==> src/rtl/row_scan_pkg.sv <==
package row_scan_pkg;

  typedef enum logic [1:0] {
    DRV_OFF  = 2'b00,
    DRV_HIGH = 2'b01,
    DRV_LOW  = 2'b10
  } drive_e;

  typedef struct packed {
    logic load;        // inject token at head, clear the rest
    logic shiftUp;     // move token toward higher stage index
    logic shiftDown;   // move token toward lower stage index
    logic towardHigh;  // current scan order (1: upward)
  } scan_ctl_t;

endpackage

==> src/rtl/row_scan_ctrl.sv <==
module row_scan_ctrl
  import row_scan_pkg::*;
(
  input  logic      clk,
  input  logic      rstN,
  input  logic      scanDir,
  input  logic      cascAIn,
  input  logic      cascBIn,
  output scan_ctl_t ctl
);

  logic strobeSel;

  // Only the pin that the direction names as input can strobe.
  assign strobeSel = scanDir ? cascAIn : cascBIn;

  always_comb begin
    ctl            = '0;
    ctl.towardHigh = scanDir;
    ctl.load       = strobeSel;
    ctl.shiftUp    = !strobeSel && scanDir;
    ctl.shiftDown  = !strobeSel && !scanDir;
  end

  // the pin on the output side never triggers a load
  p_side_ignored_r2: assert property (@(posedge clk) disable iff (!rstN)
    (scanDir && !cascAIn) || (!scanDir && !cascBIn) |-> !ctl.load)
    else $error("p_side_ignored_r2");

  // exactly one chain action per clock
  p_single_action_r3: assert property (@(posedge clk) disable iff (!rstN)
    $onehot({ctl.load, ctl.shiftUp, ctl.shiftDown}))
    else $error("p_single_action_r3");

endmodule

==> src/rtl/row_scan_chain.sv <==
module row_scan_chain
  import row_scan_pkg::*;
#(
  parameter int STAGES = 64
) (
  input  logic              clk,
  input  logic              rstN,
  input  scan_ctl_t         ctl,
  output logic [STAGES-1:0] chain,
  output logic              tailQ
);

  localparam int LAST = STAGES - 1;

  logic [STAGES-1:0] chainNext;

  for (genvar i = 0; i < STAGES; i++) begin : g_stage
    logic fromBelow, fromAbove, headBit;
    if (i == 0) begin : g_low_end
      assign fromBelow = 1'b0;
      assign headBit   = ctl.towardHigh;
    end else begin : g_low_mid
      assign fromBelow = chain[i-1];
      if (i == LAST) begin : g_head_hi
        assign headBit = !ctl.towardHigh;
      end else begin : g_head_none
        assign headBit = 1'b0;
      end
    end
    if (i == LAST) begin : g_high_end
      assign fromAbove = 1'b0;
    end else begin : g_high_mid
      assign fromAbove = chain[i+1];
    end
    assign chainNext[i] = ctl.load      ? headBit   :
                          ctl.shiftUp   ? fromBelow :
                          ctl.shiftDown ? fromAbove : chain[i];
  end

  always_ff @(posedge clk or negedge rstN) begin
    if (!rstN) begin
      chain <= '0;
      tailQ <= 1'b0;
    end else begin
      chain <= chainNext;
      tailQ <= ctl.towardHigh ? chain[LAST] : chain[0];
    end
  end

  // never more than one token
  p_one_token_r4: assert property (@(posedge clk) disable iff (!rstN)
    $onehot0(chain))
    else $error("p_one_token_r4");

  // load puts the token at the direction's head
  p_head_up_r2: assert property (@(posedge clk) disable iff (!rstN)
    ctl.load && ctl.towardHigh |=> chain[0] && $countones(chain) == 1)
    else $error("p_head_up_r2");
  p_head_down_r2: assert property (@(posedge clk) disable iff (!rstN)
    ctl.load && !ctl.towardHigh |=> chain[LAST] && $countones(chain) == 1)
    else $error("p_head_down_r2");

  // token steps one stage
  p_step_up_r3: assert property (@(posedge clk) disable iff (!rstN)
    ctl.shiftUp && chain[0] |=> chain[1])
    else $error("p_step_up_r3");

  // token leaving the tail empties the chain
  p_exit_r4: assert property (@(posedge clk) disable iff (!rstN)
    ctl.shiftUp && chain[LAST] |=> chain == '0)
    else $error("p_exit_r4");

  // tail copy follows one clock after the tail stage
  p_tail_copy_r7: assert property (@(posedge clk) disable iff (!rstN)
    ctl.towardHigh && chain[LAST] |=> tailQ)
    else $error("p_tail_copy_r7");

endmodule

==> src/rtl/row_scan_encode.sv <==
module row_scan_encode
  import row_scan_pkg::*;
#(
  parameter int STAGES = 64
) (
  input  logic                clk,
  input  logic                rstN,
  input  logic [STAGES-1:0]   chain,
  input  logic                polSel,
  input  logic                outDis,
  output logic [2*STAGES-1:0] rowCode
);

  drive_e activeCode;
  assign activeCode = polSel ? DRV_HIGH : DRV_LOW;

  for (genvar i = 0; i < STAGES; i++) begin : g_code
    assign rowCode[2*i +: 2] = (outDis || !chain[i]) ? DRV_OFF : activeCode;
  end

  // disable forces every row off
  p_disable_off_r6: assert property (@(posedge clk) disable iff (!rstN)
    outDis |-> rowCode == '0)
    else $error("p_disable_off_r6");

  // empty chain drives nothing
  p_empty_off_r5: assert property (@(posedge clk) disable iff (!rstN)
    chain == '0 |-> rowCode == '0)
    else $error("p_empty_off_r5");

endmodule

==> src/rtl/row_scan_driver.sv <==
module row_scan_driver
  import row_scan_pkg::*;
#(
  parameter int STAGES = 64
) (
  input  logic                clk,
  input  logic                rstN,
  input  logic                scanDir,
  input  logic                polSel,
  input  logic                outDis,
  input  logic                cascAIn,
  input  logic                cascBIn,
  output logic                cascAOut,
  output logic                cascBOut,
  output logic [2*STAGES-1:0] rowCode
);

  scan_ctl_t         ctl;
  logic [STAGES-1:0] chain;
  logic              tailQ;

  row_scan_ctrl u_ctrl (
    .clk     (clk),
    .rstN    (rstN),
    .scanDir (scanDir),
    .cascAIn (cascAIn),
    .cascBIn (cascBIn),
    .ctl     (ctl)
  );

  row_scan_chain #(.STAGES(STAGES)) u_chain (
    .clk   (clk),
    .rstN  (rstN),
    .ctl   (ctl),
    .chain (chain),
    .tailQ (tailQ)
  );

  row_scan_encode #(.STAGES(STAGES)) u_encode (
    .clk     (clk),
    .rstN    (rstN),
    .chain   (chain),
    .polSel  (polSel),
    .outDis  (outDis),
    .rowCode (rowCode)
  );

  assign cascBOut = scanDir  && tailQ;
  assign cascAOut = !scanDir && tailQ;

  // only the output-side cascade pin may be high
  p_casc_exclusive_r7: assert property (@(posedge clk) disable iff (!rstN)
    !(cascAOut && cascBOut))
    else $error("p_casc_exclusive_r7");

endmodule

==> config.mk <==
export PLATFORM = sky130hd
export DESIGN_NAME = row_scan_driver
export DESIGN_NICKNAME = d
export VERILOG_FILES = /design/src/rtl/row_scan_pkg.sv /design/src/rtl/row_scan_ctrl.sv /design/src/rtl/row_scan_chain.sv /design/src/rtl/row_scan_encode.sv /design/src/rtl/row_scan_driver.sv
export SDC_FILE = /design/constraint.sdc
export NUM_CORES = 1
export LEC_CHECK = 0
export ABC_CLOCK_PERIOD_IN_PS = 1900
export BUFFER_PORTS_ARGS = -buffer_cell sky130_fd_sc_hd__buf_2
export CAP_MARGIN = 20
export CORE_ASPECT_RATIO = 0.7
export CORE_MARGIN = 2
export CORE_UTILIZATION = 54
export DETAILED_ROUTE_END_ITERATION = 8
export GPL_TIMING_DRIVEN = 0
export PLACE_DENSITY = 0.85
export SYNTH_ARGS = -nofsm -noshare
export SYNTH_HDL_FRONTEND = slang
export SYNTH_SLANG_ARGS = --single-unit
==> constraint.sdc <==
create_clock -name clk -period 1.9 [get_ports clk]
set_input_delay 0.285 -clock clk [delete_from_list [all_inputs] [get_ports clk]]
set_output_delay 0.285 -clock clk [all_outputs]
set_load 0.02 [all_outputs]
# Yosys cells after proc, flatten, opt, wreduce, memory -nomap -nowiden
# Cells that the tools add are included.
# Widths: inputs -> output; s select.
[word_totals]
register_bits = 65
latch_bits = 0
ram_bits = 0
rom_bits = 0
out_inout_bits = 130
wordCells = 396
mem_count = 0
[op_classes]
addsub = 0
multipliers = 0
div = 0
n_lt_le_gt_ge = 0
n_eq_ne = 0
shift = 0
mux = 259
bitwise_logic = 0
reduce_logical = 135
[op_table]
columns = ["operator", "n"]
rows = [
  ["$mux 1", 194],
  ["$mux 2", 65],
  ["$logic_not 1->1", 66],
  ["$logic_or 1x1->1", 64],
  ["$logic_and 1x1->1", 4],
  ["$reduce_bool 3->1", 1],
]

# Logic depth before layout (Yosys ltp)
[depth]
ltp_word = 6
depth_mapped = 4
ltp_nobuf = 2

# By module
# A second synthesis with hierarchy kept.
[hier_totals]
cells_unflattened = 449
area_unflattened_um2 = 4747.1
[modules_own_cells]
columns = ["module", "instances", "cells_each", "area_each_um2"]
rows = [
  ["row_scan_chain", 1, 286, 3362.0],
  ["row_scan_encode", 1, 156, 1328.8],
  ["row_scan_ctrl", 1, 5, 40.0],
  ["row_scan_driver", 1, 2, 16.3],
]

# Worst setup path after synthesis
# Ideal clock, no wire load.
[synth_path]
path_type = "input to output"
start = "in polSel"
end = "out rowCode[101]"
arrival_time_ns = 1.070
setup_slack_ns = 0.545
stages = 3
path_buffers = 1
cell_sequence = "nor2_1 > clkbuf_1 > and2_1"
[synth_via]
elab_chain_cells = 2
[synth_lines]
columns = ["item", "line_no", "source"]
rows = [
  ["start, declared", "row_scan_driver.sv:9", "input logic polSel,"],
  ["$mux 2", "row_scan_encode.sv:15", "assign activeCode = polSel ? DRV_HIGH : DRV_LOW;"],
  ["$mux 2", "row_scan_encode.sv:18", "assign rowCode[2*i +: 2] = (outDis || !chain[i]) ? DRV_OFF : activeCode;"],
  ["end, declared", "row_scan_driver.sv:15", "output logic [2*STAGES-1:0] rowCode"],
]
# Every way passes these cells.

# Final worst setup path
[layout_path]
start = "in polSel"
end = "out rowCode[8]"
# The elaborated chain is that of the path after synthesis.

==> results.cfg <==
[cts]
clock_path_buffers = 2
postCtsHoldBufs = 0
path_clk_slew_ns = 0.07
clk_latency_ns = 0.34
cts_buffers = 9
post_cts_buffers = 0
htree_levels = 3
cts_tree = yes
root_buffer = clkbuf_8
cts.sinks = 65

[timing]
period_share_pct = 92.5
final_hold_viol_count = 0
fin_crit_ns = 1.76
fmax_mhz = 569
rsz0062_at_grt = false
skew_ns = 0.00925
tightest_slew_ns = 0.829
hold_ws_ns = 0.0423
report.final.slew_viol_count = 0
setup_slack_ns = 0.143
setup_viol = 0
slew_headroom_pct = 44.7

[placement]
place.gp.congestion = 0.762
place_inst = 594
dpl_worst_slack_ns = -0.126
dp_hpwl_um = 6970
port-buffer-count = 136

[synthesis]
synth.cell_area_sq_um = 3730
syn_area_per_cell_sq_um = 10.2
synth_cells = 364
synth_cell_types = 17
yosysWarnings = 0
seq_area_frac_synth_pct = 43.7
synth_nets = 371
ys_ff_latch = 65

[cells_and_area]
final_cells = 609
nFillCells = 532
syn2layout_area_growth_pct = 26.1
nets = 518
final_util_pct = 69.8
diodes = 0
drive_gt1_share_pct = 43.1

[setup_path]
slowest_stage = clkbuf_1
path_delay_family = buffers and inverters
path_common_cell = buf_2
cp.arrival_ns = 1.47
critPathBufInv = 4
critPathCaptureType = output port
crit_path_cell_trace = buf_2 > nor2b_1 > buf_2 > clkbuf_1 > and2_1 > buf_2
slowest_delay_ns = 0.31
required_ns = 1.62
cp_max_fo = 10
worstSetupStartpointType = primary input
path_class = in -> out

[route]
vias = 3282
firstDrtPassIters = 5
via_per_inst = 5.39
remaining_drc_errors = 0
ant_nets = 0
wirelength_um = 9740
drt_iter0_drc = 135
routedWlPerCell_um = 16.0

[floorplanning]
design.portCount = 137
dieArea_sq_um = 7590
die_w_um = 103
start_util_pct = 55.4
rows = 25
core-area_sq_um = 6730
die_h_um = 73.5

[global_routing]
first_global_vias = 2987
antenna_found_initial = 0
overflow = 0
grt_pass1_wl_um = 15200
track_usage_pct = 26.2
grt_start_max_net_pins = 66

[power_and_ir_drop]
power_density_nw_per_um2 = 557
leakage_nw = 2.89
power.ir.vdd_worst_mv = 0.312

[outcome]
status = finished, final reports clean

[flow_run]
cap_violations = 0

[worst_hold_path]
hold_path_class = in -> async
-- final cells by class --
| type | instances | area [sq um] | share of cell area (%) |
|---|---|---|---|
| well taps | 94 | 118 | 2.50 |
| clock inverters | 3 | 17.5 | 0.373 |
| flip-flops and latches | 65 | 1630 | 34.6 |
| multi-input cells | 259 | 1940 | 41.2 |
| plain buffers | 38 | 164 | 3.49 |
| clock buffers | 12 | 145 | 3.09 |
| repair buffers | 136 | 683 | 14.5 |
| inverters | 2 | 7.51 | 0.160 |
-- registers in the layout, indices dropped and copies added, names as in the netlist --
register       cells
u_chain.chain     64
u_chain.tailQ      1
-- worst paths after layout --
| kind | depth (start not counted) | slack, ns | to | from |
|---|---|---|---|---|
| hold / removal | 1 | 0.04 | u_chain.chain[39]$_DFFE_PN0P_ | rstN |
| setup reg to reg | 2 | 0.95 | u_chain.chain[55]$_DFFE_PN0P_ | u_chain.chain[54]$_DFFE_PN0P_ |
| min in group clk | 3 | 0.33 | u_chain.chain[1]$_DFFE_PN0P_ | cascBIn |
| hold reg to reg | 1 | 0.54 | u_chain.chain[45]$_DFFE_PN0P_ | u_chain.chain[46]$_DFFE_PN0P_ |
| max in group asynchronous | 1 | 1.31 | u_chain.chain[1]$_DFFE_PN0P_ | rstN |
| setup / recovery | 6 | 0.14 | rowCode[8] | polSel |
-- where the power goes --
group	leakage, nW	switching [W]	internal [W]	total (W)
registers	0.904	0.00000620	0.00139	0.00140
logic	1.90	0.000162	0.0000539	0.000216
clock network	0.0822	0.000506	0.000498	0.00100
-- cell usage after synthesis --
cell	instances	area, sq um
and2_1	129	807
dfrtp_1	65	1630
and3b_1	59	517
a31o_2	57	499
clkbuf_1	26	97.6
buf_2	7	35.0
clkbuf_2	4	20.0
nor2b_1	3	18.8
a22o_1	2	17.5
a31o_1	2	17.5
a32o_1	2	20.0
inv_2	2	7.51
nor2_1	2	7.51
buf_6	1	11.3
mux2_2	1	11.3
nand3b_1	1	7.51
o21ai_0	1	5.00
-- layout by cell type (no fill, tap or decap) --
cell type	Yosys	layout
buf_2	7	142
and2_1	129	129
dfrtp_1	65	65
and3b_1	59	59
a31o_2	57	57
clkbuf_1	26	28
clkbuf_8	0	10
clkbuf_2	4	4
nor2b_1	3	3
inv_2	2	2
a31o_1	2	2
a32o_1	2	2
a22o_1	2	2
clkinv_2	0	2
buf_6	1	1
mux2_2	1	1
nor2_4	0	1
nand3b_1	1	1
o21ai_0	1	1
nor2_1	2	1
clkinvlp_4	0	1
buf_4	0	1
-- through the flow --
| stage | cell area, sq um | power [W] | setup TNS, ns |
|---|---|---|---|
| after floorplan | 3730 | 0.00154 | 0 |
| after global placement | 4520 | 0.00163 | -2.64 |
| after detailed placement | 4530 | 0.00164 | -3.46 |
| after CTS | 4690 | 0.00263 | 0 |
| after global routing | 4700 | 0.00271 | 0 |
| final | 4700 | 0.00262 | 0 |
-- worst register-to-register path, delay by kind of cell, from the launching register on --
family | cells | cell delay, ns
flip-flops | 1 | 0.43
AO/OA/AOI/OAI | 1 | 0.21
AND/OR/NAND/NOR | 1 | 0.21
-- routing by layer --
| metal | track usage [%] | part of all wire, % |
|---|---|---|
| met1 | 37.4 | 48 |
| met2 | 41.5 | 47 |
| met3 | 6.85 | 5.3 |
| met4 | 4.09 | 0.63 |
| met5 | 0 | 0 |
-- timing repair --
| item | 4_1_cts | 5_1_grt |
|---|---|---|
| hold endpoints to repair | 0 | 0 |
| resized for setup | 1 | 1 |
| endpoints found under the setup margin | 60 | 9 |
-- cells by family after synthesis --
| kind of cell | share of synthesized area, % |
|---|---|
| simple gates | 36.4 |
| flops | 43.7 |
| mux | 0.302 |
| buf+inv | 4.60 |
| compound gates | 15.0 |
No activity file was read; power rests on OpenSTA's default activity.
